--- config.mk ---
export PLATFORM = sky130hd
export DESIGN_NAME = mon_reg_window
export DESIGN_NICKNAME = d
export VERILOG_FILES = /design/src/rtl/mon_reg_window.sv
export SDC_FILE = /design/constraint.sdc
export NUM_CORES = 1
export LEC_CHECK = 0
export ABC_AREA = 0
export BUFFER_PORTS_ARGS = -buffer_cell sky130_fd_sc_hd__buf_2
export CAP_MARGIN = 20
export CORE_MARGIN = 3
export CORE_UTILIZATION = 45
export CTS_CLUSTER_DIAMETER = 150
export DETAILED_ROUTE_END_ITERATION = 16
export GPL_TIMING_DRIVEN = 0
export PLACE_DENSITY = 0.76
export SYNTH_ARGS = -nofsm -noshare
export SYNTH_HDL_FRONTEND = slang
export SYNTH_SLANG_ARGS = --single-unit
--- constraint.sdc ---
create_clock -name clk -period 2 [get_ports clk]
set_input_delay 0.4 -clock clk [delete_from_list [all_inputs] [get_ports clk]]
set_output_delay 0.4 -clock clk [all_outputs]
set_load 0.02 [all_outputs]
--- src/rtl/mon_reg_window.sv ---
module mon_reg_window #(
  parameter int          BANK_W     = 3,
  parameter int          BANK_COUNT = 7,
  parameter logic [2:0]  IDX_PORT   = 3'd5,
  parameter logic [2:0]  DAT_PORT   = 3'd6,
  parameter logic [15:0] VENDOR_ID  = 16'h5CA3,
  parameter logic [7:0]  CHIP_ID    = 8'h30
) (
  input  logic              clk,
  input  logic              rst_n,
  input  logic              cs_n,
  input  logic              aen,
  input  logic [2:0]        addr,
  input  logic              rd_n,
  input  logic              wr_n,
  input  logic [7:0]        wdata,
  output logic [7:0]        rdata,
  input  logic              busy_in,
  output logic [6:0]        rf_addr,
  output logic [BANK_W-1:0] rf_bank,
  output logic [7:0]        rf_wdata,
  output logic              rf_wr,
  output logic              rf_rd,
  input  logic [7:0]        rf_rdata
);
  localparam logic [6:0] CTRL_IDX = 7'h4E;
  localparam logic [6:0] VID_IDX  = 7'h4F;
  localparam logic [6:0] CID_IDX  = 7'h58;
  localparam logic [6:0] RF_BASE  = 7'h20;
  localparam logic [BANK_W:0] BANK_LIM = BANK_COUNT[BANK_W:0];

  logic [6:0]        ptr;
  logic [BANK_W-1:0] bank;
  logic              bsel;
  logic              rd_q, wr_q;
  logic [2:0]        off_q;
  logic [7:0]        wd_q;

  wire sel    = !cs_n && !aen;
  wire rd_now = sel && !rd_n;
  wire wr_now = sel && !wr_n && rd_n;
  wire rd_end = rd_q && !rd_now;
  wire wr_end = wr_q && !wr_now;
  wire idx_q  = off_q == IDX_PORT;
  wire dat_q  = off_q == DAT_PORT;

  wire in_win   = ptr[6:4] == 3'b101;
  wire bank_ok  = {1'b0, bank} < BANK_LIM;
  wire is_ctrl  = ptr == CTRL_IDX;
  wire is_vid   = ptr == VID_IDX;
  wire is_cid   = (ptr == CID_IDX) && (bank == '0);
  wire auto_inc = ptr[5];
  wire rf_hit   = (ptr >= RF_BASE) && !is_ctrl && !is_vid && !is_cid
                  && !(in_win && !bank_ok);

  logic [7:0] dat_val;
  always_comb begin
    if (is_ctrl)     dat_val = {bsel, {(7-BANK_W){1'b0}}, bank};
    else if (is_vid) dat_val = bsel ? VENDOR_ID[15:8] : VENDOR_ID[7:0];
    else if (is_cid) dat_val = CHIP_ID;
    else if (rf_hit) dat_val = rf_rdata;
    else             dat_val = 8'h00;
  end

  assign rdata = !rd_now            ? 8'h00 :
                 (addr == IDX_PORT) ? {busy_in, ptr} :
                 (addr == DAT_PORT) ? dat_val : 8'h00;

  assign rf_addr  = ptr;
  assign rf_bank  = bank;
  assign rf_wdata = wd_q;
  assign rf_wr    = wr_end && dat_q && rf_hit;
  assign rf_rd    = rd_end && dat_q && rf_hit;

  always_ff @(posedge clk or negedge rst_n) begin
    if (!rst_n) begin
      rd_q  <= 1'b0;
      wr_q  <= 1'b0;
      off_q <= '0;
      wd_q  <= '0;
    end else begin
      rd_q <= rd_now;
      wr_q <= wr_now;
      if (rd_now || wr_now) begin
        off_q <= addr;
        wd_q  <= wdata;
      end
    end
  end

  always_ff @(posedge clk or negedge rst_n) begin
    if (!rst_n) ptr <= '0;
    else if (wr_end && idx_q) ptr <= wd_q[6:0];
    else if ((rd_end || wr_end) && dat_q && auto_inc) ptr <= ptr + 7'd1;
  end

  always_ff @(posedge clk or negedge rst_n) begin
    if (!rst_n) begin
      bank <= '0;
      bsel <= 1'b0;
    end else if (wr_end && dat_q && is_ctrl) begin
      bank <= wd_q[BANK_W-1:0];
      bsel <= wd_q[7];
    end
  end
endmodule

Word level (Yosys, flattened, before mapping). Cells that the tools add are included.

Output and inout bits: 28. Register bits after elaboration: 24.

$lt $le $gt $ge: 2. Reduce and logical (&&, ||, !) cells: 35. Mux-type cells: 10. Add/sub/neg operators: 1. Eq/ne operators: 8.

Operator list (number): 8-bit two-way mux (8); 7-bit equality test, second input constant (3); 1-bit logical AND (20); 3-bit equality test, second input constant (5); 7-bit two-way mux (2); 1-bit logical NOT (11); 7-bit by 1-bit adder with 7-bit output, second input constant (1); 7-bit by 6-bit greater-or-equal comparator with 1-bit output, second input constant (1); 3-bit logical NOT (1); 3-bit less-than comparator, second input constant (1); 1-bit logical OR (2); 2-bit nonzero test (1).

Longest topological paths before layout.
Word-level depth: 13. Depth in mapped cells: 7.

Least setup slack after synthesis. No wires, ideal clock.

Kind: register -> output. Start point: reg ptr[0] (netlist: rf_addr[0]). End point: out rf_rd. Buffers on the path: 0. Arrival time: 1893 ps. Setup slack: -293 ps. Data required time: 1600 ps. Stages on the path, launching flop included: 8. Path through: dfrtp_1 > inv_1 > ha_1 > and4bb_1 > nand2_2 > a311oi_4 > nand2b_1 > nor3_1.

Longest elaborated chain between the ends: 7. Elaborated cells on any way between the ends: 13.

RTL lines: from (decl) (line 32) `logic [6:0] ptr;`; from (signal assigned) (line 93) `else if (wr_end && idx_q) ptr <= wd_q[6:0];`; from (signal assigned) (line 94) `else if ((rd_end || wr_end) && dat_q && auto_inc) ptr <= ptr + 7'd1;`; parallel branches: the longest is 4 deep, another holds 7-bit by 6-bit greater-or-equal comparator with 1-bit output; 1-bit logical AND * (line 53) `wire rf_hit = (ptr >= RF_BASE) && !is_ctrl && !is_vid && !is_cid`; 1-bit logical AND * (line 54) `&& !(in_win && !bank_ok);`; 1-bit logical AND * (line 73) `assign rf_rd = rd_end && dat_q && rf_hit;`; to (decl) (line 23) `output logic rf_rd,`.

Mark *: on every way between the ends.

Final worst setup path.
Start point: reg ptr[0] (netlist: rf_addr[0]). End point: out rdata[3].

Longest elaborated chain between the ends: 13. Elaborated cells on any way between the ends: 19.

RTL lines: parallel branches: the longest is 9 deep, another holds 7-bit by 6-bit greater-or-equal comparator with 1-bit output; 8-bit two-way mux * (line 58) `if (is_ctrl) dat_val = {bsel, {(7-BANK_W){1'b0}}, bank};`; 8-bit two-way mux * (line 67) `(addr == DAT_PORT) ? dat_val : 8'h00;`; 8-bit two-way mux * (line 66) `(addr == IDX_PORT) ? {busy_in, ptr} :`; 8-bit two-way mux * (line 65) `assign rdata = !rd_now ? 8'h00 :`; to (decl) (line 17) `output logic [7:0] rdata,`.

Marks and branches as above.

==> impl_metrics.ini <==
[pwr]
combinationalPowerShare_pct = 49.4
clkPwrFrac_pct = 13.5
p_per_area_nw_per_um2 = 876.7
power.switching_uw = 722.5
p_seq_share_pct = 37.1
vdd_drop_max_mv = 0.6517
p_int_uw = 1123
leakagePower_uw = 0.001029
switching_share_pct = 39.16

[worst_setup_path]
setup.worst_path.end_class = primary output
r2r_start = rf_addr[4]$_DFFE_PN0P_
worstRegToRegCells = 6
crit_arrival_ps = 2190
worst-path-max-fanout = 6
critPathRequiredTime_ps = 1600
r2r-end = rf_bank[2]$_DFFE_PN0P_
crit_path_start_kind = flip-flop
critPathKind = reg -> out
reg2reg_slack_ps = 120

[layout]
final_nets = 258
antenna_cells = 0
final_util_pct = 66.22
areaGrowthSynthToFinish_pct = 34.67
drive_gt1_share_pct = 50.44

[job]
max_cap_violations = 0

[drt]
drt_iter0_drc = 78
ant_nets = 0
via_per_inst = 5.265
drc = 0
wire_per_inst_um = 13.93
drt-total-wl_um = 3789
via_count = 1432
first_pass_iters = 5

[timing]
fmax_ghz = 0.3859
skew_ps = 4.762
rsz0062_at_grt = yes
worst_hold_slack_ps = 44.62
fin_crit_ps = 2591
tightestPinTransition_ps = 653.9
slew_headroom_pct = 56.17
setup_viol = 10
fin_ws_ps = -591.3
hold_viol_final = 0
slew_violations = 0
fin_crit_sh_pct = 129.6

[synthesis]
synth.distinct_cells = 46
synth_cells = 159
ys.flop_type = dfrtp_1
yosysWarnings = 0
synth_edf_count = 0
async_reset_ff_share_pct = 100.0
synth-seq-cells = 24
synth_fp_nets = 188
syn-cell-area_um2 = 1563
yosysSeqAreaShare_pct = 38.43
syn_area_per_cell_um2 = 9.829

[clock_network]
cts_buffers = 3
cts.root.buffer_cell = clkbuf_4
clk_pin_slew_ps = 130
clock_path_buffers = 2
clock_latency_ps = 310
ctsHoldBuffers = 0
cts.sinks = 24
cts_tree = built
h-tree-depth = 1

[floorplanning]
fp.dieW_um = 64.93
die_y_um = 64.93
initial_core_util_pct = 49.17
rows = 20
dieArea_um2 = 4216
ioPinCount = 54
coreArea_um2 = 3178

[min_path]
hold_class = in -> async

[global_routing]
grt_max_degree = 25
grt_usage_pct = 19.18
grt_pass1_vias = 1455
grt_overflow = 0
antenna_found_initial = 0
grt_pass1_wl_um = 6486

[outcome]
status = finished with violations
violations = setup timing

[placed_design]
dp_hpwl_um = 2861
gp_congestion = 0.8638
port_buffers = 53
place_ws_ps = -321.2
## synth_stat cells, types with 2 or more instances
master | instances | area share [%]
xor2_1 | 4 | 2.2
o311a_1 | 3 | 1.9
o21ai_1 | 2 | 0.64
and2_1 | 4 | 1.6
nor2_1 | 20 | 4.8
inv_1 | 5 | 1.2
o21ai_0 | 4 | 1.3
buf_2 | 5 | 1.6
nand4_1 | 4 | 1.6
nand2_1 | 13 | 3.1
nor3_1 | 2 | 0.64
mux2_2 | 13 | 9.4
o21bai_1 | 2 | 0.96
nor3_2 | 2 | 1.3
dfrtp_1 | 24 | 38
a21oi_1 | 9 | 2.9
a221o_1 | 2 | 1.3
nand2b_1 | 4 | 1.6
ha_1 | 3 | 2.4
nand3b_1 | 3 | 1.4
nand3_1 | 6 | 1.9
## timing repair
action / 4_1_cts / 5_1_grt
resized for setup: 23 / 2
pin swaps: 12 / 6
endpoints found under the setup margin: 10 / 14
setup buffers: 11 / 3
## cell type report
class	instances	area (um^2)
Clock buffer	4	36.28
Sequential cell	24	606.8
Tap cell	44	55.05
Multi-Input combinational cell	123	949.7
Fill cell	282	1074
Buffer	5	30.03
Inverter	5	18.77
Timing Repair Buffer	67	407.9
## flip-flops by register name, summed over array words and instances, names as in the netlist
register	count
rd_q	1
wr_q	1
off_q	3
rf_wdata	8
rf_bank	3
rf_addr	7
bsel	1
## critical path: stages (launching register included)
cell,delay [ps]
dfrtp_2,430
inv_2,60
ha_1,130
and4bb_1,240
nand2_2,80
a311oi_4,390
nor3_2,80
a221o_1,340
buf_6,140
## cells in the final DEF (no fill, tap or decap), types with 4 or more instances in the layout
master	synthesis	routed
nand3_1	6	6
mux2_2	13	13
dfrtp_1	24	19
dfrtp_2	0	5
xor2_1	4	4
nand2_1	13	13
buf_6	1	7
nor2_1	20	20
o21ai_0	4	4
nand2b_1	4	4
buf_2	5	50
a21oi_1	9	6
buf_4	0	14
and2_1	4	4
nand4_1	4	4
## worst max path at each step
| stage | start | to | slack, ps |
|---|---|---|---|
| 2_1_floorplan | rf_addr[0]$_DFFE_PN0P_ | rdata[3] | -180 |
| 3_3_place_gp | rf_addr[0]$_DFFE_PN0P_ | rdata[1] | -300 |
| 3_5_place_dp | rf_addr[0]$_DFFE_PN0P_ | rdata[1] | -320 |
| 4_1_cts | rf_addr[0]$_DFFE_PN0P_ | rdata[1] | -630 |
| 5_1_grt | rf_addr[0]$_DFFE_PN0P_ | rdata[0] | -730 |
| 6_report | rf_addr[0]$_DFFE_PN0P_ | rdata[3] | -590 |
## power groups by stage
stage / registers, uW / clock network [uW] / logic (uW)
6_report: 684 / 249 / 911
5_1_grt: 704 / 276 / 993
4_1_cts: 679 / 253 / 912
3_5_place_dp: 705 / 0 / 753
3_3_place_gp: 695 / 0 / 743
2_1_floorplan: 794 / 0 / 436
## kinds of logic after synthesis
family / Yosys count / synth area share (%)
AO/OA/AOI/OAI: 28 / 13.85
flip-flops: 24 / 38.43
buffers and inverters: 12 / 3.763
AND/OR/NAND/NOR: 72 / 28.02
adder cells (fa/ha/maj): 3 / 2.402
XOR/XNOR: 5 / 2.802
multiplexers: 15 / 10.73
## routing by layer
layer	routed length (um)	GRT usage (%)	up-vias	share of wire [%]
li1	-	-	714	-
met1	1758	25.66	662	46
met2	1797	32.69	52	47
met3	201	1.560	4	5.3
met4	31	6.069	0	0.82
met5	0	0	-	0
## through the flow
stage / instances / TNS (ps) / cell area (um^2) / total power [uW]
after floorplan: 159 / -852.3 / 1577 / 1230
after global placement: 256 / -2596 / 1897 / 1438
after detailed placement: 256 / -2741 / 1897 / 1457
after CTS: 271 / -5345 / 2100 / 1844
after global routing: 272 / -6222 / 2105 / 1974
final: 272 / -4928 / 2105 / 1845
Power figures use the tool's default switching activity.
